## config.mk

```make
export PLATFORM = sky130hd
export DESIGN_NAME = cfg_readback_unit
export DESIGN_NICKNAME = d
export VERILOG_FILES = /design/src/rtl/cfg_rb_pkg.sv /design/src/rtl/cfg_rb_arm.sv /design/src/rtl/cfg_rb_select.sv /design/src/rtl/cfg_readback_unit.sv
export SDC_FILE = /design/constraint.sdc
export NUM_CORES = 1
export LEC_CHECK = 0
export BUFFER_PORTS_ARGS = -buffer_cell sky130_fd_sc_hd__buf_4
export CORE_AREA = 2 2 54 56
export CTS_CLUSTER_SIZE = 12
export DETAILED_ROUTE_END_ITERATION = 7
export DIE_AREA = 0 0 56 58
export PLACE_DENSITY = 0.82
export SYNTH_ARGS = -nofsm -noshare
export SYNTH_HDL_FRONTEND = slang
export SYNTH_SLANG_ARGS = --single-unit
```

## constraint.sdc

```tcl
create_clock -name clk -period 5.5 [get_ports clk]
set_clock_uncertainty 0.2 [all_clocks]
set_input_delay 0.275 -clock clk [delete_from_list [all_inputs] [get_ports clk]]
set_output_delay 0.275 -clock clk [all_outputs]
set_load 0.02 [all_outputs]
```

## src/rtl/cfg_rb_pkg.sv

```systemverilog
// Package: shared widths, mode encoding and control-bit decode for the
// configuration readback unit. Assumes the 3-bit control layout
// {sig select, fuse select, enable}.
package cfg_rb_pkg;

    localparam int CTL_W = 3;

    typedef enum logic [1:0] {
        RB_IDLE = 2'd0,
        RB_FUSE = 2'd1,
        RB_SIG  = 2'd2
    } rb_mode_e;

    // Decode a control write into the mode it arms.
    function automatic rb_mode_e decode_ctl(input logic [CTL_W-1:0] c);
        if (c == 3'b011)      return RB_FUSE;
        else if (c == 3'b101) return RB_SIG;
        else                  return RB_IDLE;
    endfunction

    // Encode a mode back to the control-bit view shown on the status port.
    function automatic logic [CTL_W-1:0] encode_mode(input rb_mode_e m);
        case (m)
            RB_FUSE: return 3'b011;
            RB_SIG:  return 3'b101;
            default: return 3'b000;
        endcase
    endfunction

endpackage

```

## src/rtl/cfg_rb_arm.sv

```systemverilog
// Module: arm state and window counter. It holds the armed mode and counts
// the cycles since the last control write, with cycle 1 being the first
// cycle after the write. A load is accepted while the count is at or below
// LOAD_WIN. Fuse mode expires after STORE_WIN cycles and signature mode
// after LOAD_WIN cycles. Assumes STORE_WIN >= LOAD_WIN >= 1.
module cfg_rb_arm
    import cfg_rb_pkg::*;
#(
    parameter int LOAD_WIN  = 3,
    parameter int STORE_WIN = 4
) (
    input  logic             clk,
    input  logic             rst_n,
    input  logic             ctl_we,
    input  logic [CTL_W-1:0] ctl_wdata,
    input  logic             ld_strobe,
    input  logic             st_strobe,
    output rb_mode_e         mode,
    output logic             hit
);
    localparam int CNT_W = $clog2(STORE_WIN + 1);
    localparam logic [CNT_W-1:0] LOAD_LIM  = CNT_W'(LOAD_WIN);
    localparam logic [CNT_W-1:0] STORE_LIM = CNT_W'(STORE_WIN);

    rb_mode_e         mode_q;
    logic [CNT_W-1:0] cnt_q;
    logic             expire;

    // Load window is open while armed and the count has not passed LOAD_WIN.
    assign hit  = (mode_q != RB_IDLE) && ld_strobe && (cnt_q <= LOAD_LIM);
    assign mode = mode_q;

    // Decide whether the armed mode times out or is consumed by a store.
    always_comb begin
        expire = 1'b0;
        if (mode_q == RB_FUSE)
            expire = (cnt_q >= STORE_LIM) || st_strobe;
        else if (mode_q == RB_SIG)
            expire = (cnt_q >= LOAD_LIM);
    end

    // Mode and counter update: a write restarts, a hit or expiry disarms.
    always_ff @(posedge clk) begin
        if (!rst_n) begin
            mode_q <= RB_IDLE;
            cnt_q  <= '0;
        end else if (ctl_we) begin
            mode_q <= decode_ctl(ctl_wdata);
            cnt_q  <= CNT_W'(1);
        end else if (hit || expire) begin
            mode_q <= RB_IDLE;
            cnt_q  <= '0;
        end else if (mode_q != RB_IDLE) begin
            cnt_q  <= cnt_q + CNT_W'(1);
        end
    end

    // Counter never runs past the store window while armed.
    p_cnt_bound_r7: assert property (@(posedge clk) disable iff (!rst_n)
        (mode_q != RB_IDLE) |-> (cnt_q <= STORE_LIM && cnt_q != '0));

    // A configuration-byte load disarms the unit at the next edge.
    p_hit_disarms_r6: assert property (@(posedge clk) disable iff (!rst_n)
        (hit && !ctl_we) |=> (mode_q == RB_IDLE));

    // Signature mode ends after its last load cycle.
    p_sig_expire_r8: assert property (@(posedge clk) disable iff (!rst_n)
        (mode_q == RB_SIG && cnt_q == LOAD_LIM && !ctl_we) |=> (mode_q == RB_IDLE));

    // Reset leaves the unit disarmed.
    p_reset_idle_r10: assert property (@(posedge clk)
        !rst_n |=> (mode_q == RB_IDLE && cnt_q == '0));

endmodule

```

## src/rtl/cfg_rb_select.sv

```systemverilog
// Module: byte selection. It picks the fuse, lock or signature byte for the
// load address in the given mode and pads unused upper bits with 1. It is
// purely combinational. Assumes signature bytes sit at even addresses
// starting at 0, in the order of sig_bytes.
module cfg_rb_select
    import cfg_rb_pkg::*;
#(
    parameter int ADDR_W = 16,
    parameter int SIG_N  = 3
) (
    input  rb_mode_e            mode,
    input  logic [ADDR_W-1:0]   addr,
    input  logic [7:0]          fuse_lo,
    input  logic [7:0]          fuse_hi,
    input  logic [3:0]          fuse_ext,
    input  logic [5:0]          lock_bits,
    input  logic [8*SIG_N-1:0]  sig_bytes,
    output logic [7:0]          cfg_byte
);
    logic [SIG_N-1:0] sig_match;
    logic [7:0]       sig_sel;

    // One comparator per signature slot at address 2*i.
    for (genvar i = 0; i < SIG_N; i++) begin : g_sig
        assign sig_match[i] = (addr == ADDR_W'(2 * i));
    end

    // Pick the matching signature byte, or 0xFF when no slot matches.
    always_comb begin
        sig_sel = 8'hFF;
        for (int i = 0; i < SIG_N; i++)
            if (sig_match[i]) sig_sel = sig_bytes[8*i +: 8];
    end

    // Choose the fuse-side byte by address, or the signature byte by mode.
    always_comb begin
        cfg_byte = 8'hFF;
        if (mode == RB_FUSE) begin
            case (addr)
                ADDR_W'(0): cfg_byte = fuse_lo;
                ADDR_W'(1): cfg_byte = {2'b11, lock_bits};
                ADDR_W'(2): cfg_byte = {4'hF, fuse_ext};
                ADDR_W'(3): cfg_byte = fuse_hi;
                default:    cfg_byte = 8'hFF;
            endcase
        end else if (mode == RB_SIG) begin
            cfg_byte = sig_sel;
        end
    end

    // At most one signature slot can match a single address.
    always_comb begin
        a_sig_onehot_r4: assert ($onehot0(sig_match));
    end

endmodule

```

## src/rtl/cfg_readback_unit.sv

```systemverilog
// Module: top level of the timed configuration readback unit. It ties the
// arm/window controller to the byte selector and substitutes the selected
// byte for program-memory data on an accepted load. Assumes pmem_rdata is
// valid in the same cycle as ld_strobe.
module cfg_readback_unit
    import cfg_rb_pkg::*;
#(
    parameter int ADDR_W    = 16,
    parameter int SIG_N     = 3,
    parameter int LOAD_WIN  = 3,
    parameter int STORE_WIN = 4
) (
    input  logic                clk,
    input  logic                rst_n,
    input  logic                ctl_we,
    input  logic [2:0]          ctl_wdata,
    input  logic                ld_strobe,
    input  logic [ADDR_W-1:0]   ld_addr,
    input  logic                st_strobe,
    input  logic [7:0]          pmem_rdata,
    input  logic [7:0]          fuse_lo,
    input  logic [7:0]          fuse_hi,
    input  logic [3:0]          fuse_ext,
    input  logic [5:0]          lock_bits,
    input  logic [8*SIG_N-1:0]  sig_bytes,
    output logic [7:0]          rd_data,
    output logic [2:0]          arm_state
);
    rb_mode_e   mode;
    logic       hit;
    logic [7:0] cfg_byte;

    cfg_rb_arm #(.LOAD_WIN(LOAD_WIN), .STORE_WIN(STORE_WIN)) u_arm (
        .clk       (clk),
        .rst_n     (rst_n),
        .ctl_we    (ctl_we),
        .ctl_wdata (ctl_wdata),
        .ld_strobe (ld_strobe),
        .st_strobe (st_strobe),
        .mode      (mode),
        .hit       (hit)
    );

    cfg_rb_select #(.ADDR_W(ADDR_W), .SIG_N(SIG_N)) u_sel (
        .mode      (mode),
        .addr      (ld_addr),
        .fuse_lo   (fuse_lo),
        .fuse_hi   (fuse_hi),
        .fuse_ext  (fuse_ext),
        .lock_bits (lock_bits),
        .sig_bytes (sig_bytes),
        .cfg_byte  (cfg_byte)
    );

    // Return the configuration byte only on an accepted load.
    assign rd_data   = hit ? cfg_byte : pmem_rdata;
    assign arm_state = encode_mode(mode);

    // While disarmed, loads see program memory unchanged.
    p_idle_pass_r11: assert property (@(posedge clk) disable iff (!rst_n)
        (arm_state == 3'b000) |-> (rd_data == pmem_rdata));

endmodule

```

; ---- After elaboration in Yosys (flattened, before gate mapping)
; Cells that the tools add are included.
; Widths: inputs -> output; s select.
[totals]
out_inout_bits = 11
input_bits = 82
regBits = 5
wordCells = 42
[classes]
n_addsub = 1
reduce_logical = 9
order_cmp = 3
bitwise_logic = 1
eq_ne = 8
n_mux = 17
[ops]
columns = cell, n
row1 = $mux 8, 6
row2 = $eq 16x2->1 const B, 2
row3 = $pmux 8 s4, 1
row4 = $eq 16x1->1 const B, 1
row5 = $eq 16x3->1 const B, 1
row6 = $logic_not 16->1, 1
row7 = $mux 2, 4
row8 = $pmux 3 s2, 1
row9 = $mux 1, 5
row10 = $reduce_bool 2->1, 2
row11 = $add 3x1->3 const B, 1
row12 = $eq 3x2->1 const B, 1
row13 = $eq 3x3->1 const B, 1
row14 = $ge 3x2->1 const B, 1
row15 = $ge 3x3->1 const B, 1
row16 = $le 3x2->1 const B, 1
row17 = $reduce_bool 3->1, 1
row18 = $reduce_or 3->1, 1
row19 = $eq 2x1->1 const B, 1
row20 = $eq 2x2->1 const B, 1
row21 = $logic_and 1x1->1, 2
row22 = $logic_or 1x1->1, 2
row23 = $not 1->1, 1

; ---- Longest topological paths before layout
[logic_depth]
word_depth = 7
ltp_mapped = 7
mapped_depth_nobuf = 7

; ---- Cells and area by module
; A second synthesis with hierarchy kept.
[unflattened]
hier_cells = 103
area_unflattened_um2 = 1073.5
[modules_own_cells]
columns = mod, seq_area_each_um2, area_each_um2, cells_each, n_inst
row1 = cfg_rb_select, 0.0, 551.8, 50, 1
row2 = cfg_rb_arm, 100.1, 354.1, 39, 1
row3 = cfg_readback_unit, 0.0, 167.7, 14, 1

; ---- Least setup slack after synthesis
; Ideal clock, no wire load.
[synth_timing]
path_type = reg2out
startpoint = reg u_arm.cnt_q[0]
endpoint = out rd_data[7]
setup_slack_ns = 3.213
arrival_time_ns = 1.812
stages_incl_launch_ff = 7
path_buffers = 1
required_time_ns = 5.025
cell_sequence = dfxtp_1 ha_1 ha_1 o21ai_0 buf_4 nor3_1 nor3_1
[synth_via]
elab_chain_len = 3
[synth_lines]
columns = element, line
row1 = start: declaration, cfg_rb_arm.sv:26  ; logic [CNT_W-1:0] cnt_q;
row2 = start signal: assignment, cfg_rb_arm.sv:54  ; cnt_q <= cnt_q + CNT_W'(1);
row3 = $le 3x2->1, cfg_rb_arm.sv:30  ; assign hit = (mode_q != RB_IDLE) && ld_strobe && (cnt_q <= LOAD_LIM);
row4 = $logic_and 1x1->1, cfg_rb_arm.sv:30
row5 = $mux 8, cfg_readback_unit.sv:56  ; assign rd_data = hit ? cfg_byte : pmem_rdata;
row6 = end: declaration, cfg_readback_unit.sv:26  ; output logic [7:0] rd_data,
; Every way passes these cells.

; ---- Final worst setup path
[layout_timing]
startpoint = reg u_arm.mode_q[0], in the netlist u_arm.mode[0]
endpoint = out rd_data[2]
[layout_via]
elab_chain_len = 4
word_cells_on_any_way = 8
classes_between = 2 x eq/ne / 3 x mux / 3 x reduce/logical
[layout_lines]
columns = element, line
row1 = start: declaration, cfg_rb_arm.sv:25  ; rb_mode_e mode_q;
row2 = start signal: assignment, cfg_rb_arm.sv:48  ; mode_q <= decode_ctl(ctl_wdata);
row3 = $eq 2x2->1 or $reduce_bool 2->1 (tied branches), "cfg_rb_select.sv:46, cfg_rb_arm.sv:30"
row4 = $mux 8 or $logic_and 1x1->1 (tied branches), "cfg_rb_select.sv:46, cfg_rb_arm.sv:30"
row5 = $mux 8 or $logic_and 1x1->1 (tied branches), "cfg_rb_select.sv:38, cfg_rb_arm.sv:30"
row6 = $mux 8 (*), cfg_readback_unit.sv:56
; Mark *: on every way between the ends. The rest lies on a longest branch, timed or not.

==> run summary <==
Clock Pin Slew Worst Setup and Hold Paths - 0.04 ns
RSZ-0062 raised after global routing - no
Core Area - 2660 sq um
Largest net degree at the start of global routing - 19
Die height - 58 microns
Vias in the first global route - 1,257
Worst-margin pin slew - 0.971 ns
Pwr dens - 102 nW/um^2
Worst r2r path cells - 6
CTS tree - built
Critical-path maximum fanout - 14
Clock Tree Buf Depth - 2
Die Width - 56 microns
# hold bufs at CTS - 0
Commonest non-fill, non-tap cell in the layout - buf_4
Sink Count - 5
Period utilization - 53.0%
Buffers on Ports - 92
Post-synth EDFFs - 0
Commonest non-fill, non-tap cells in the layout - buf_4, nand2_1, nor2_1
Share of post-route cells with drive strength above 1 - 46.7%
CP Capture Type - output port
Post-route cell area - 1710 sq um
Synth Area per Inst - 7.32 sq um
Ys flop type - dfxtp_1
FP Rows - 19
Status - completed
Post-route setup TNS - 0 ns
Netlist Area Pre-Place - 1010 sq um
Reg2reg setup slack - 3.05 ns
CP Launch Type - flip-flop
H-Tree Level Count - 1
Finished Layout Cells - 258
FFs w/ async S/R, synth - 0%
Area Overhead vs Synth - 69.8%
Nets - 316
Post-cts resize count - 0
P_leak - 0.760 nW
Top cell type's share of synthesized area - 9.91%
Cells after DPL - 254
Required time worst endpoint - 5.03 ns
Final wirelength - 3480 microns
Min-Delay Path Class - in2reg
Drc violations - 0
Leading area contributor after synthesis - dfxtp_1
Placed cell areas - 1690 sq um
Yosys cell types - 41
GP Congestion - 0.772
Worst Hold Path Cells - 2
Initial antenna violation count - 0
Cts bufs inserted - 3
Maximum vdd drop - 0.169 mV
First-pass GRT wire length - 5600 microns
Initial core utilization - 37.9%
Post-synthesis sequential area ratio - 9.91%
Ports - 93
Mapped Cells - 138
Clock latency on the worst-skew pair - 0.23 ns
# Post-CTS Setup Buffers - 0
Final setup vio count - 0
Vias - 1,348
Minimum clock period - 2.92 ns
Gr usage total - 21.1%
Average wire per standard cell - 13.5 microns
DR iter-0 viols - 39
#FFs+latches synth - 5
Maxcap violations - 0
DR pass1 iterations - 4
Slew Limit Fails - 0
Clk root buf - clkbuf_4
Detail Placement HPWL - 2970 microns
Via density per instance - 5.22
FMAX - 0.343 GHz
DRT antenna net count - 0
Syn Nets - 226
Synth Warn # - 0
Crit Path Class - reg2out
# diodes - 0
Full die area - 3250 sq um
Hold Violations, Final - 0
WP data arrival - 2.44 ns
Global route total overflow - 0
Top post-synthesis cells by area - dfxtp_1, nand2_1, ha_1, nor4_4, o21ai_0
Slew headroom - 34.8%
## cell usage after synthesis, types with 2 or more instances
library cell and n:
o22a_1 2, mux2i_1 3, nand2_1 24, or2_2 2, a211oi_1 4, o21ai_0 12
nand3_1 2, and2_1 2, nor4b_2 2, nor2b_1 3, o21a_1 2, a2111oi_1 2
dfxtp_1 5, or2_1 2, a22oi_1 3, a32o_1 2, inv_1 7, a21oi_1 7
buf_2 2, o32ai_1 2, nor4_4 3, nor2_1 13, nor3_1 5, ha_1 6
buf_4 2, nand4_1 2, buf_6 2, o31ai_1 2
## final cells by class
| class | instances | area, sq um |
|---|---|---|
| flip-flops and latches | 5 | 100 |
| inverters | 7 | 26.3 |
| well taps | 31 | 38.8 |
| clock buffers | 4 | 26.3 |
| repair buffers | 92 | 691 |
| multi-input cells | 119 | 832 |
| fillers | 271 | 948 |
## worst paths after layout
kind                                      from              to
worst min register to register   u_arm.mode[0]   u_arm.mode[0]
worst max-delay path             u_arm.mode[0]      rd_data[2]
worst max register to register  u_arm.cnt_q[0]   u_arm.mode[1]
worst min-delay path                    ctl_we  u_arm.cnt_q[2]
## power breakdown
part | switching, mW | total [mW] | internal [mW] | leakage [nW]
sequential | 0.00117 | 0.0390 | 0.0378 | 0.0407
clock | 0.0132 | 0.0405 | 0.0273 | 0.0150
combinational | 0.0387 | 0.0946 | 0.0559 | 0.704
## metal layers
metal	GRT usage, %	up-vias	wire [microns]
li1	-	693	-
met1	25.1	597	1380
met2	40.7	58	1830
met3	3.79	0	260
met4	2.38	0	0
met5	0	-	0
## worst max-delay path, cell delays in order (launching register included)
cell and delay, ns:
dfxtp_1 0.35, inv_1 0.09, ha_1 0.28, nor2b_1 0.17, o21ai_1 0.34, or2_1 0.40, o32ai_1 0.34, a21oi_1 0.07
buf_4 0.17
## cells by family (layout without fill, tap and decap cells)
group           after synthesis  in the layout  share of synthesized area [%]
fa+ha+maj                     6              6                           7.43
flops                         5              5                           9.91
simple gates                 64             64                           36.8
mux                           4              4                           5.20
compound gates               44             44                           32.1
buf+inv                      14            103                           7.68
xor+xnor                      1              1                          0.868
## registers in the layout (all words and copies together) (netlist names)
name,flops
u_arm.cnt_q,3
u_arm.mode,2
## stage by stage
stage	power, mW	utilization, %	hold WS, ns	worst slack [ns]
global placement	0.133	63.4	0.279	2.90
global route	0.188	64.4	0.0359	2.32
detailed placement	0.134	63.4	0.284	2.85
floorplan	0.0758	-	0.154	3.21
CTS	0.176	64.4	0.0359	2.59
finish	0.174	64.4	0.0394	2.58
No activity file was read; power rests on OpenSTA's default activity.
